$ cat src/rtl/ibs_pkg.sv
// Package: shared widths and types for the in-band status monitor.
// Assumes the nibble bit order: [3] duplex, [2:1] speed, [0] link.
package ibs_pkg;

    localparam int NIB_W = 4;

    // Speed code as carried on the data lines during the gap.
    typedef enum logic [1:0] {
        SPD_10   = 2'b00,
        SPD_100  = 2'b01,
        SPD_1000 = 2'b10,
        SPD_RSVD = 2'b11
    } speed_e;

    // Decoded status, packed in the same bit order as the nibble.
    typedef struct packed {
        logic   full_duplex;
        speed_e speed;
        logic   link_up;
    } status_t;

endpackage

$ cat src/rtl/ibs_decode.sv
// Module: ibs_decode
// Splits one receive nibble into its duplex, speed and link fields and
// flags whether the speed code is usable. Purely combinational; assumes
// the caller decides whether the nibble was taken in the gap.
module ibs_decode
    import ibs_pkg::*;
(
    input  logic [NIB_W-1:0] nib,
    output status_t          fields,
    output logic             speed_ok
);

    // Map nibble bits onto the status fields.
    always_comb begin
        fields.full_duplex = nib[3];
        fields.speed       = speed_e'(nib[2:1]);
        fields.link_up     = nib[0];
    end

    // Only the three defined speed codes are usable.
    always_comb begin
        speed_ok = (nib[2:1] != SPD_RSVD);
    end

endmodule

$ cat src/rtl/ibs_filter.sv
// Module: ibs_filter
// Stability filter: accepts a gap nibble once the same value has been seen
// at STABLE_CYCLES consecutive edges with the data-valid strobe low.
// A different nibble restarts the run at one; a frame edge clears it.
// Assumes inputs are already registered in the receive clock domain.
module ibs_filter
    import ibs_pkg::*;
#(
    parameter int STABLE_CYCLES = 2
) (
    input  logic             clk,
    input  logic             rst_n,
    input  logic             gap,
    input  logic [NIB_W-1:0] nib,
    output logic             accept
);

    localparam int CNT_W = $clog2(STABLE_CYCLES + 1);

    generate
        if (STABLE_CYCLES <= 1) begin : g_direct
            // Every gap sample is accepted when no filtering is asked for.
            always_comb begin
                accept = gap;
            end
        end else begin : g_count
            localparam logic [CNT_W-1:0] RUN_MAX  = CNT_W'(STABLE_CYCLES);
            localparam logic [CNT_W-1:0] RUN_GATE = CNT_W'(STABLE_CYCLES - 1);

            logic [NIB_W-1:0] cand_q;
            logic [CNT_W-1:0] run_q;
            logic             same;

            // The current sample continues the run already in progress.
            always_comb begin
                same = (nib == cand_q) && (run_q != '0);
            end

            // Track the candidate nibble and how long it has held.
            always_ff @(posedge clk) begin
                if (!rst_n) begin
                    cand_q <= '0;
                    run_q  <= '0;
                end else if (!gap) begin
                    run_q  <= '0;
                end else if (same) begin
                    if (run_q != RUN_MAX) begin
                        run_q <= run_q + 1'b1;
                    end
                end else begin
                    cand_q <= nib;
                    run_q  <= CNT_W'(1);
                end
            end

            // This edge completes a run of the required length.
            always_comb begin
                accept = gap && same && (run_q >= RUN_GATE);
            end
        end
    endgenerate

endmodule

$ cat src/rtl/ibs_hold.sv
// Module: ibs_hold
// Holds the registered status outputs and produces the change pulse.
// On acceptance, link and duplex always load; speed loads only when the
// code is usable. The pulse is registered with the outputs, so it is
// high in exactly the cycle the new values first appear.
module ibs_hold
    import ibs_pkg::*;
(
    input  logic    clk,
    input  logic    rst_n,
    input  logic    accept,
    input  status_t fields,
    input  logic    speed_ok,
    output status_t held,
    output logic    changed
);

    status_t next_s;

    // Build the value the register takes on acceptance.
    always_comb begin
        next_s             = held;
        next_s.full_duplex = fields.full_duplex;
        next_s.link_up     = fields.link_up;
        if (speed_ok) begin
            next_s.speed = fields.speed;
        end
    end

    // Status register with link down, half duplex, 10 Mb/s at reset.
    always_ff @(posedge clk) begin
        if (!rst_n) begin
            held <= '{full_duplex: 1'b0, speed: SPD_10, link_up: 1'b0};
        end else if (accept) begin
            held <= next_s;
        end
    end

    // One-cycle pulse aligned with a real change of the held value.
    always_ff @(posedge clk) begin
        if (!rst_n) begin
            changed <= 1'b0;
        end else begin
            changed <= accept && (next_s != held);
        end
    end

endmodule

$ cat src/rtl/ibs_monitor.sv
// Module: ibs_monitor (top)
// Extracts link, duplex and speed from the nibble a PHY sends between
// frames. Assumes rx_dv/rxd are already captured single-rate in the
// receive clock domain; status is always present, so no enable exists.
module ibs_monitor
    import ibs_pkg::*;
#(
    parameter int STABLE_CYCLES = 2
) (
    input  logic       clk,
    input  logic       rst_n,
    input  logic       rx_dv,
    input  logic [3:0] rxd,
    output logic       link_up,
    output logic       full_duplex,
    output logic [1:0] link_speed,
    output logic       status_changed
);

    logic    gap;
    logic    accept;
    logic    speed_ok;
    status_t fields;
    status_t held;

    // The data lines carry status only while the valid strobe is low.
    always_comb begin
        gap = !rx_dv;
    end

    ibs_decode u_decode (
        .nib      (rxd),
        .fields   (fields),
        .speed_ok (speed_ok)
    );

    ibs_filter #(
        .STABLE_CYCLES (STABLE_CYCLES)
    ) u_filter (
        .clk    (clk),
        .rst_n  (rst_n),
        .gap    (gap),
        .nib    (rxd),
        .accept (accept)
    );

    ibs_hold u_hold (
        .clk      (clk),
        .rst_n    (rst_n),
        .accept   (accept),
        .fields   (fields),
        .speed_ok (speed_ok),
        .held     (held),
        .changed  (status_changed)
    );

    // Drive the flat output ports from the held status.
    always_comb begin
        link_up     = held.link_up;
        full_duplex = held.full_duplex;
        link_speed  = held.speed;
    end

endmodule

$ cat config.mk
export PLATFORM = sky130hd
export DESIGN_NAME = ibs_monitor
export DESIGN_NICKNAME = d
export VERILOG_FILES = /design/src/rtl/ibs_pkg.sv /design/src/rtl/ibs_decode.sv /design/src/rtl/ibs_filter.sv /design/src/rtl/ibs_hold.sv /design/src/rtl/ibs_monitor.sv
export SDC_FILE = /design/constraint.sdc
export NUM_CORES = 1
export LEC_CHECK = 0
export BUFFER_PORTS_ARGS = -buffer_cell sky130_fd_sc_hd__buf_2
export CORE_AREA = 4 4 41 43
export DETAILED_ROUTE_END_ITERATION = 6
export DIE_AREA = 0 0 45 47
export PLACE_DENSITY = 0.72
export RECOVER_POWER = 50
export SYNTH_ARGS = -nofsm -noshare
export SYNTH_HDL_FRONTEND = slang
export SYNTH_SLANG_ARGS = --single-unit
$ cat constraint.sdc
create_clock -name clk -period 2.13 [get_ports clk]
set_input_delay 0.426 -clock clk [delete_from_list [all_inputs] [get_ports clk]]
set_output_delay 0.426 -clock clk [all_outputs]
set_load 0.005 [all_outputs]
Word-level counts from Yosys, hierarchy flattened. Index checks and enable logic that the tools add are counted.

Eq/ne operators: 5. Reduce and logical (&&, ||, !) cells: 9. Bitwise logic cells: 3. $lt $le $gt $ge: 1. Multiplexer cells: 3. Add/subtract/negate cells: 1.

Operators with widths (count): 2-bit inequality test, second input constant (3); 4-bit == test (1); 1-bit logical AND (4); 4-bit inequality test (1); 1-bit NOT (3); 3-bit OR reduction (1); 2-bit by 1-bit adder with 2-bit output, second input constant (1); 2-bit by 1-bit >= comparator with 1-bit output, second input constant (1); 1-bit two-way mux (2); 2-bit two-way mux (1); 2-bit AND reduction (1); 2-bit nonzero test (1); 2-bit OR reduction (1); 1-bit logical NOT (1).

Bits in registers: 11.

Longest topological paths before layout.
Word-level depth: 5. Gate-level depth with buffers: 6.

Hierarchy. Synthesis repeated with hierarchy kept, for this count alone.

Cell total of the unflattened synthesis: 79. Area, all modules: 671.9 µm².

Modules (own cells, without submodules): ibs_filter (area each 410.4 µm², instances 1, cells an instance 49); ibs_hold (area each 224.0 µm², instances 1, cells an instance 24); ibs_decode (area each 33.8 µm², instances 1, cells an instance 5); ibs_monitor (area each 3.8 µm², instances 1, cells an instance 1).

Worst setup path before layout. No wires, ideal clock.

Path kind: input-to-reg. Start: input port rxd[3]. End: register, netlist name u_hold.held[1]. Required time: 2011 ps. Setup slack: 570 ps. Stages: 5. Data arrival time: 1442 ps. Path through: xnor2_1 > nand3_2 > or3_1 > buf_6 > o221a_1.

Word-level cells in the longest chain between the ends: 4.

Ends and longest elaborated chain: from (decl) (line ibs_monitor.sv:13) `input logic [3:0] rxd,`; 4-bit == test (line ibs_filter.sv:36) `same = (nib == cand_q) && (run_q != '0);`; 1-bit logical AND (line ibs_filter.sv:36); 1-bit logical AND (2 in a row) (line ibs_filter.sv:58) `accept = gap && same && (run_q >= RUN_GATE);`.

No other way between the ends. A chain may end at the register's enable or synchronous reset.

Final worst setup path.
Start: register u_filter.g_count.run_q[0]. End: register, netlist name u_hold.held[1].

Word-level cells in the longest chain between the ends: 4. Elaborated cells between the ends (all ways): 5.

Ends and longest elaborated chain: from (decl) (line ibs_filter.sv:31) `logic [CNT_W-1:0] run_q;`; from (signal assigned) (line ibs_filter.sv:48) `run_q <= run_q + 1'b1;`; 2-bit nonzero test (line ibs_filter.sv:36); 1-bit logical AND (line ibs_filter.sv:36); 1-bit logical AND (line ibs_filter.sv:58); 1-bit logical AND (*) (line ibs_filter.sv:58).

Mark *: on every way between the ends. The rest lies on a longest branch, timed or not.

==> impl_metrics.json <==
{
  "outcome": "finished clean",
  "layoutNonFillerInstCount": 87,
  "antenna_cells": 0,
  "design.die.area_um2": 2120,
  "grt_setup_unrepaired": "false",
  "clk-insertion-delay-late_ns": 0.27,
  "fin_skew_ns": 0.00366,
  "synth_seq_cells": 11,
  "flow.area_growth_from_synthesis_pct": 12.7,
  "crit_type": "reg2reg",
  "h-tree-depth": 1,
  "dieWidth_um": 45,
  "fmaxAchievable_ghz": 0.611,
  "synth-edff-count": 0,
  "ir_drop_mv": 0.257,
  "final_cell_area_um2": 666,
  "detailed_place_hpwl_um": 817,
  "grt_overflow": 0,
  "global_route.usage.total": 0.119,
  "fp-row-count": 13,
  "cts-resized-gates": 0,
  "cts_tree": "yes",
  "start_kind": "flop",
  "via_count_of_the_first_global_routing_pass": 414,
  "critical-path-max-stage-delay_ns": 0.44,
  "cell_accounting_for_the_most_synthesized_area": "sky130_fd_sc_hd__dfxtp_1",
  "yosys-top-cells-area": "sky130_fd_sc_hd__dfxtp_1 (37%), sky130_fd_sc_hd__mux2i_1 (10%), sky130_fd_sc_hd__xnor2_1 (7.4%), sky130_fd_sc_hd__ha_1 (4.2%), sky130_fd_sc_hd__nor3b_2 (4.2%)",
  "placedCellCount": 83,
  "antenna_violating_nets_post_route": 0,
  "worst_path_dominant_cell_family": "simple AND/OR/NAND/NOR gates",
  "vias": 445,
  "design.core.area_um2": 1300,
  "clock_path_buffers": 2,
  "post-layout-total-power_mw": 0.413,
  "portBuffers": 11,
  "avgRoutedWirePerCell_um": 12.0,
  "die-height_um": 47,
  "cts_hold_buf": 0,
  "globalplace.congestion": 0.703,
  "synthFlopType": "sky130_fd_sc_hd__dfxtp_1",
  "relSlewSlack": 0.693,
  "antenna_found_initial": 0,
  "layout.area.seq_um2": 220,
  "cp_data_arrival_time_ns": 1.80,
  "drv_slew": 0,
  "ctsRootBufferMaster": "sky130_fd_sc_hd__clkbuf_4",
  "yosys.cell_types.count": 25,
  "fin_crit_sh": 0.769,
  "hp-class": "in2reg",
  "setup_tns_ns": 0,
  "dr_pass1_iterations": 3,
  "cts-buffers-inserted": 3,
  "max_cap_viol_count": 0,
  "total_leakage_power_nw": 0.266,
  "start_util": 0.454,
  "ios": 12,
  "proportion_of_layout_cells_with_a_drive_suffix_above_1": 0.194,
  "timing.final.setup_violations": 0,
  "synth.avg_cell_area_um2": 9.84,
  "most_frequent_cells_in_the_layout": "sky130_fd_sc_hd__dfxtp_1 (11), sky130_fd_sc_hd__mux2i_1 (6), sky130_fd_sc_hd__nand2_1 (6), sky130_fd_sc_hd__clkbuf_1 (6), sky130_fd_sc_hd__buf_2 (6)",
  "slew_at_the_pin_closest_to_its_max_slew_limit_ns": 0.460,
  "total_of_fill_cells_in_the_finished_design": 145,
  "cts.sinks": 11,
  "postRouteWirelength_mm": 1.04,
  "synthesis.area_um2": 591,
  "critical_path.cell_chain": "inv_1 > ha_1 > nand2b_2 > or3_1 > o221a_1",
  "final-hold-violation-count": 0,
  "mostFrequentLayoutCell": "sky130_fd_sc_hd__dfxtp_1",
  "post_synth_inst_count": 60,
  "postPlaceCellArea_um2": 646,
  "final_net_count": 82,
  "crit_buf_inv": 1,
  "cellPowerDensity_nw_per_um2": 621,
  "cp-end-kind": "flop",
  "req_time_crit_path_ns": 2.29,
  "postSynth.asyncResetShare": 0,
  "synthesis.nets": 69,
  "post-cts-setup-buffers": 0,
  "post_drt_via_cell_ratio": 5.11,
  "crit_fanout": 6,
  "period_needed_ns": 1.64,
  "grt_pass1_wl_mm": 1.75,
  "synth.yosys.seq_area_share": 0.373,
  "critPathSlowestCell": "sky130_fd_sc_hd__or3_1",
  "ys.warnings.count": 0,
  "drc": 0,
  "worst_setup_hold_path_clk_slew_ns": 0.07,
  "multi_input_area_um2": 337,
  "post-synth-top-area-fraction": 0.373,
  "first_iter_violations": 2,
  "grt_max_degree": 16
}
[cells by family (layout without fill, tap and decap cells)]
group	Yosys count	in the layout	share of synthesized area
XOR/XNOR	7	7	0.104
AND/OR/NAND/NOR	20	20	0.222
buffers and inverters	7	19	0.0572
AO/OA/AOI/OAI	7	7	0.0996
adder cells (fa/ha/maj)	2	2	0.0424
multiplexers	6	6	0.102
flip-flops	11	11	0.373
[report_power, final]
| group | internal (mW) | switching, mW |
|---|---|---|
| clock network | 0.0725 | 0.0689 |
| registers | 0.213 | 0.00497 |
| logic | 0.0250 | 0.0291 |
[final cells by class]
cell class / instances / share of cell area
well taps: 15 / 0.0282
repair buffers: 11 / 0.0733
clock buffers: 4 / 0.0395
multi-input cells: 42 / 0.506
inverters: 4 / 0.0226
flip-flops and latches: 11 / 0.331
[stage by stage]
stage | utilization | hold slack (ns) | setup slack (ns)
global placement | 0.496 | 0.483 | 0.331
global route | 0.512 | 0.460 | 0.423
finish | 0.512 | 0.452 | 0.492
detailed placement | 0.496 | 0.484 | 0.314
floorplan | - | 0.478 | 0.570
CTS | 0.516 | 0.446 | 0.487
[sequential cells by signal, summed over array words and instances, names as in the netlist]
name	flops
u_filter.g_count.cand_q	4
u_filter.g_count.run_q	2
u_hold.changed	1
u_hold.held	4
[worst min-delay path: cells and delay by family]
family / cells / cell delay, ns
simple gates: 1 / 0.06
mux: 1 / 0.06
buf+inv: 1 / 0.13
[worst paths after layout]
check	from	to	slack, ns	cells after the start
setup / recovery	u_filter.g_count.run_q[0]	u_hold.held[1]	0.49	5
hold / removal	rxd[0]	u_hold.held[0]	0.45	3
setup reg to reg	u_filter.g_count.run_q[0]	u_hold.held[1]	0.49	5
hold reg to reg	u_hold.held[3]	u_hold.held[3]	0.50	2
[layer usage]
| metal | vias to the layer above | GRT usage | wire length [um] |
|---|---|---|---|
| li1 | 231 | - | - |
| met1 | 197 | 0.159 | 489 |
| met2 | 15 | 0.167 | 439 |
| met3 | 2 | 0.0268 | 91 |
| met4 | 0 | 0.0877 | 24 |
| met5 | - | 0 | 0 |
[Yosys cell counts (2+ instances only)]
cell type                  number
sky130_fd_sc_hd__nand2_1        6
sky130_fd_sc_hd__mux2i_1        6
sky130_fd_sc_hd__xnor2_1        5
sky130_fd_sc_hd__xor2_1         2
sky130_fd_sc_hd__inv_1          4
sky130_fd_sc_hd__a21oi_1        2
sky130_fd_sc_hd__dfxtp_1       11
sky130_fd_sc_hd__nor3b_2        2
sky130_fd_sc_hd__and3b_1        2
sky130_fd_sc_hd__clkbuf_1       2
sky130_fd_sc_hd__nor2b_1        3
sky130_fd_sc_hd__ha_1           2
Note: power is estimated with default switching activity, not from simulation.
